**src/rtl/ddrser_pkg.sv**
```systemverilog
package ddrser_pkg;

    localparam int unsigned WORD_MAX = 16;
    localparam int unsigned CNT_W    = $clog2(WORD_MAX);

    typedef enum logic [1:0] {
        WSEL_10 = 2'd0,
        WSEL_12 = 2'd1,
        WSEL_14 = 2'd2,
        WSEL_16 = 2'd3
    } wsel_e;

    typedef logic [CNT_W-1:0] bitcnt_t;

    typedef struct packed {
        logic    busy;
        bitcnt_t idx;
        bitcnt_t last_idx;
    } seq_t;

    // index of the final bit for a given length select
    function automatic bitcnt_t last_index(input wsel_e s);
        return CNT_W'(WORD_MAX - 1 - 2 * (3 - int'(s)));
    endfunction

    // move a right-justified word so its top bit sits at WORD_MAX-1
    function automatic logic [WORD_MAX-1:0] align_msb(input logic [WORD_MAX-1:0] w,
                                                      input wsel_e s);
        return w << (WORD_MAX - 1 - int'(last_index(s)));
    endfunction

endpackage

```
**src/rtl/phase_gen.sv**
```systemverilog
module phase_gen #(
    parameter int unsigned PH_W = 3
) (
    input  logic            clk,
    input  logic            rst,
    output logic [PH_W-1:0] ph,
    output logic            ui_odd,
    output logic            fclk_raw
);
    localparam int unsigned HALF = 2 ** (PH_W - 1);

    always_ff @(posedge clk) begin
        if (rst) begin
            ph       <= '0;
            ui_odd   <= 1'b0;
            fclk_raw <= 1'b0;
        end else begin
            ph <= ph + 1'b1;
            if (ph == {PH_W{1'b1}})
                ui_odd <= ~ui_odd;
            if (ph == PH_W'(HALF - 1))
                fclk_raw <= ~fclk_raw;
        end
    end
endmodule

```
**src/rtl/word_shift.sv**
```systemverilog
module word_shift
    import ddrser_pkg::*;
(
    input  logic                clk,
    input  logic                rst,
    input  logic                load,
    input  logic                step,
    input  logic [WORD_MAX-1:0] word_in,
    input  wsel_e               wsel,
    output logic                msb
);
    logic [WORD_MAX-1:0] sr;

    always_ff @(posedge clk) begin
        if (rst)
            sr <= '0;
        else if (load)
            sr <= align_msb(word_in, wsel);
        else if (step)
            sr <= sr << 1;
    end

    assign msb = sr[WORD_MAX-1];
endmodule

```
**src/rtl/tap_delay.sv**
```systemverilog
module tap_delay #(
    parameter int unsigned SEL_W = 3
) (
    input  logic             clk,
    input  logic             rst,
    input  logic             din,
    input  logic [SEL_W-1:0] sel,
    output logic             dout
);
    localparam int unsigned TAPS = 2 ** SEL_W;

    logic [TAPS-1:0] pipe;

    always_ff @(posedge clk) begin
        if (rst)
            pipe <= '0;
        else
            pipe <= {pipe[TAPS-2:0], din};
    end

    assign dout = pipe[sel];
endmodule

```
**src/rtl/ddr_lane_serializer.sv**
```systemverilog
module ddr_lane_serializer
    import ddrser_pkg::*;
#(
    parameter int unsigned LANES = 4,
    parameter int unsigned DLY_W = 3
) (
    input  logic                      clk,
    input  logic                      rst,
    input  logic [1:0]                width_sel,
    input  logic                      word_valid,
    output logic                      word_ready,
    input  logic [LANES*WORD_MAX-1:0] word_data,
    input  logic [LANES*DLY_W-1:0]    lane_skew,
    input  logic [DLY_W-1:0]          clk_skew,
    output logic [LANES-1:0]          lane_out,
    output logic                      clk_out
);
    localparam int unsigned NSLOT = LANES + 1;
    localparam int unsigned HALF  = (2 ** DLY_W) / 2;

    logic [DLY_W-1:0] ph;
    logic             ui_odd;
    logic             fclk_raw;
    seq_t             seq;
    logic             ui_end;
    logic             at_last;
    logic             fire;
    logic             step;
    logic [LANES-1:0] msb;
    logic [LANES-1:0] raw;

    logic [NSLOT-1:0][DLY_W-1:0] skew_pend;
    logic [NSLOT-1:0][DLY_W-1:0] skew_act;

    phase_gen #(.PH_W(DLY_W)) u_phase (
        .clk      (clk),
        .rst      (rst),
        .ph       (ph),
        .ui_odd   (ui_odd),
        .fclk_raw (fclk_raw)
    );

    assign ui_end     = (ph == {DLY_W{1'b1}});
    assign at_last    = (seq.idx == seq.last_idx);
    assign word_ready = ui_end & (seq.busy ? at_last : ui_odd);
    assign fire       = word_valid & word_ready;
    assign step       = ui_end & seq.busy & ~at_last;

    always_ff @(posedge clk) begin
        if (rst) begin
            seq <= '0;
        end else if (fire) begin
            seq.busy     <= 1'b1;
            seq.idx      <= '0;
            seq.last_idx <= last_index(wsel_e'(width_sel));
        end else if (ui_end && seq.busy) begin
            if (at_last)
                seq.busy <= 1'b0;
            else
                seq.idx <= seq.idx + 1'b1;
        end
    end

    // skew codes: captured with the word, switched in at mid-UI
    always_ff @(posedge clk) begin
        if (rst) begin
            skew_pend <= '0;
            skew_act  <= '0;
        end else begin
            if (fire)
                skew_pend <= {clk_skew, lane_skew};
            if (ph == DLY_W'(HALF))
                skew_act <= skew_pend;
        end
    end

    for (genvar l = 0; l < LANES; l++) begin : g_lane
        word_shift u_shift (
            .clk     (clk),
            .rst     (rst),
            .load    (fire),
            .step    (step),
            .word_in (word_data[l*WORD_MAX +: WORD_MAX]),
            .wsel    (wsel_e'(width_sel)),
            .msb     (msb[l])
        );

        assign raw[l] = seq.busy & msb[l];

        tap_delay #(.SEL_W(DLY_W)) u_tap (
            .clk  (clk),
            .rst  (rst),
            .din  (raw[l]),
            .sel  (skew_act[l]),
            .dout (lane_out[l])
        );
    end

    tap_delay #(.SEL_W(DLY_W)) u_clk_tap (
        .clk  (clk),
        .rst  (rst),
        .din  (fclk_raw),
        .sel  (skew_act[LANES]),
        .dout (clk_out)
    );
endmodule

```
**config.mk**
```make
export PLATFORM = sky130hd
export DESIGN_NAME = ddr_lane_serializer
export DESIGN_NICKNAME = d
export VERILOG_FILES = /design/src/rtl/ddrser_pkg.sv /design/src/rtl/phase_gen.sv /design/src/rtl/word_shift.sv /design/src/rtl/tap_delay.sv /design/src/rtl/ddr_lane_serializer.sv
export SDC_FILE = /design/constraint.sdc
export NUM_CORES = 1
export LEC_CHECK = 0
export BUFFER_PORTS_ARGS = -buffer_cell sky130_fd_sc_hd__buf_4
export CORE_UTILIZATION = 59
export CTS_CLUSTER_SIZE = 16
export DETAILED_ROUTE_END_ITERATION = 10
export PLACE_DENSITY = 0.81
export RECOVER_POWER = 25
export SYNTH_ARGS = -nofsm -noshare
export SYNTH_HDL_FRONTEND = slang
export SYNTH_SLANG_ARGS = --single-unit
```
**constraint.sdc**
```tcl
create_clock -name clk -period 2.25 [get_ports clk]
set_input_delay 0.225 -clock clk [delete_from_list [all_inputs] [get_ports clk]]
set_output_delay 0.225 -clock clk [all_outputs]
set_load 0.1 [all_outputs]
```
==> reports/metrics.cfg <==
[status]
status=finished with violations
violations=max-capacitance violations, max-slew violations

[clock_tree]
clockBufferDepth=2
clock_sinks=147
cts_setup_buffers=0
clkLatencyLatePin_ns=0.42
clk_pin_slew_ns=0.06
cts-htree-levels=4
cts_tree=built
numCtsBuffers=17
cts_root_buf=clkbuf_16
cts_hold_buf=0

[drt]
routed_wl_um=16800
drtAntennaViolNets=0
viasPerCell=6.15
num_vias=5708
drt-pass1-iter-count=5
drc=0
drt_iter0_drc=333
wl_per_cell_um=18.1

[layout]
final_core_util=0.732
layout-drive-gt1-share=0.353
fillers=852
final_nets=836
area_delta_synth_final_pct=19.3
antenna_cells=0

[synthesis]
netlist_instances=691
ys_types=37
synth_area_leaders=dfxtp_1, mux4_2, mux2i_1, a221oi_2, a21oi_1
ys_seq_area_frac=0.394
synth_area_mm2=0.00746
syn_area_per_cell_um2=10.8
synth_edf_count=0
yosysWarnings=0
async_flop_share=0
ys_ff_latch=147
yosys.area.top_type=dfxtp_1
synth_ff_type=dfxtp_1
yosysTopAreaCellShare=0.394
synth_fp_nets=780

[grt]
grt_max_degree=99
antenna_found_initial=0
grtUsageTotal=0.273
grt_first_pass_wirelength_um=27600
grt_pass1_vias=5737
grt-ovfl-total=0

[power_and_ir_drop]
vdd_drop_max_v=0.000573
p_leak_uw=0.00362
powerDensity_mw_per_mm2=679
finalPower_uw=6050

[timing]
timing.final.crit_share=0.931
rsz0062_at_grt=no
drv_slew=99
finalSetupViolCount=0
slew_headroom=-0.282
fin_crit_ns=2.09
worst_pin_slew_ns=1.92
fin_tns_setup_ns=0
hold_viol_final=0
skew_ns=0.0102
fmax_mhz=478
hold_slack_ns=0.0587

[setup_path]
reg2reg_slack_ns=0.18
r2r-end=g_lane[2].u_shift.sr[14]$_SDFFE_PP0P_
arrival_ns=1.87
cp-end-kind=output port
r2r_cells=7
worstSetupPathType=reg -> out
required_ns=2.03
worst-path-max-fanout=3
startpoint_type=flop
timing.rr.start=u_phase.ph[0]$_SDFF_PP0_

[die]
fp.dieW_um=114
num_rows=40
io_pins=90
fp.coreArea_mm2=0.0122
die_y_um=114
fp.dieArea_mm2=0.0131
start_util=0.614

[placed_design]
gp_congestion=0.865
numPortBuffers=89
hpwl_um=11600

[hold_path]
hold_path_end=g_lane[1].u_shift.sr[0]$_SDFFE_PP0P_
hold_class=in -> reg
hold_start=word_data[16]
hold_depth=2

[job]
cap_violations=1

## sequential cells by signal (all words and copies together), names as in the netlist
| name | flops |
|---|---|
| g_lane.u_tap.pipe | 32 |
| u_clk_tap.pipe | 8 |
| skew_pend | 15 |
| u_phase.ui_odd | 1 |
| u_phase.ph | 3 |
| skew_act | 15 |
| u_phase.fclk_raw | 1 |
| g_lane.u_shift.sr | 64 |
| seq | 8 |
## where the power goes
part           leakage (uW)  switching [uW]  total (uW)  internal [uW]
Sequential          0.00118            5.29        2620           2610
Combinational       0.00214             221         498            277
Clock              0.000302            1110        2930           1820
Total               0.00362            1340        6050           4710
## placed cells by master (no fill, tap or decap), drive strengths merged, types with 2 or more instances in the layout
master      n
bufinv      3
clkinv      4
mux4       50
clkbuf     20
nor2       46
a21oi      55
or3         2
xnor2       6
ha          5
a211oi      2
a221oi     40
nor3        2
xor2        5
mux2       21
dfxtp     147
nor2b      39
mux2i      61
nand2      43
a31o       20
a22oi       8
buf       108
o21ai      21
nand3      22
clkinvlp    2
a32o        3
and2        6
inv         9
## logic make-up (layout without fill, tap and decap cells)
| group | Yosys count | count (layout) | share of synthesized area |
|---|---|---|---|
| AO/OA/AOI/OAI | 155 | 155 | 0.169 |
| buffers and inverters | 77 | 146 | 0.0459 |
| multiplexers | 132 | 132 | 0.264 |
| flip-flops | 147 | 147 | 0.394 |
| XOR/XNOR | 11 | 11 | 0.0129 |
| adder cells (fa/ha/maj) | 5 | 5 | 0.00838 |
| AND/OR/NAND/NOR | 164 | 164 | 0.105 |
## through the flow
| step | setup slack (ns) | instances | cell area [um^2] |
|---|---|---|---|
| finish | 0.156 | 928 | 8910 |
| global placement | 0.306 | 896 | 8290 |
| global route | 0.0382 | 928 | 8910 |
| floorplan | 0.311 | 691 | 7470 |
| CTS | 0.0750 | 928 | 8910 |
| detailed placement | 0.141 | 896 | 8290 |
## critical path, stage by stage (launching register included)
cell and delay, ns:
dfxtp_1 0.41, mux4_2 0.54, mux2_2 0.28, buf_4 0.23
## area by class of cell
class,count,area [um^2],area share
Tap cell,168,210,0.0236
Sequential cell,147,2940,0.330
Timing Repair Buffer,109,907,0.102
Clock inverter,13,174,0.0195
Clock buffer,19,453,0.0509
Inverter,5,18.8,0.00211
Multi-Input combinational cell,467,4200,0.472
## cells in the mapped netlist (3+ instances only)
library cell / instances
a21oi_1: 55
a221oi_1: 11
a221oi_2: 29
a22oi_1: 8
a31o_2: 20
a32o_1: 3
and2_1: 6
buf_1: 3
buf_2: 28
buf_4: 5
clkbuf_1: 36
dfxtp_1: 147
ha_1: 5
inv_1: 5
mux2_2: 21
mux2i_1: 61
mux4_2: 50
nand2_1: 43
nand3_1: 22
nor2_1: 46
nor2b_1: 39
o21ai_0: 21
xnor2_1: 6
xor2_1: 5
## worst max path at each step
stage                                                 end  cells after the start                 startpoint  slack [ns]
floorplan            g_lane[0].u_shift.sr[1]$_SDFFE_PP0P_                      8   u_phase.ph[0]$_SDFF_PP0_        0.31
global placement    g_lane[2].u_shift.sr[15]$_SDFFE_PP0P_                      7   u_phase.ph[0]$_SDFF_PP0_        0.31
detailed placement  g_lane[2].u_shift.sr[14]$_SDFFE_PP0P_                      7   u_phase.ph[0]$_SDFF_PP0_        0.14
CTS                                            word_ready                      5   u_phase.ph[0]$_SDFF_PP0_        0.08
global route         g_lane[3].u_shift.sr[7]$_SDFFE_PP0P_                      7   u_phase.ph[0]$_SDFF_PP0_        0.04
finish                                            clk_out                      3  skew_act[12]$_SDFFE_PP0N_        0.16
## layer usage
layer  GRT usage  wire (um)  vias up
met2       0.487       8530      182
met4      0.0952        342        0
met3      0.0646        803       32
met1       0.321       7160     2805
li1            -          -     2689
met5           0          0        -
## timing repair
item                                    4_1_cts  5_1_grt
gates resized for setup                       0        2
endpoints found under the setup margin        0        2
hold endpoints to repair                      0        0
(Power assumes the default switching activity.)
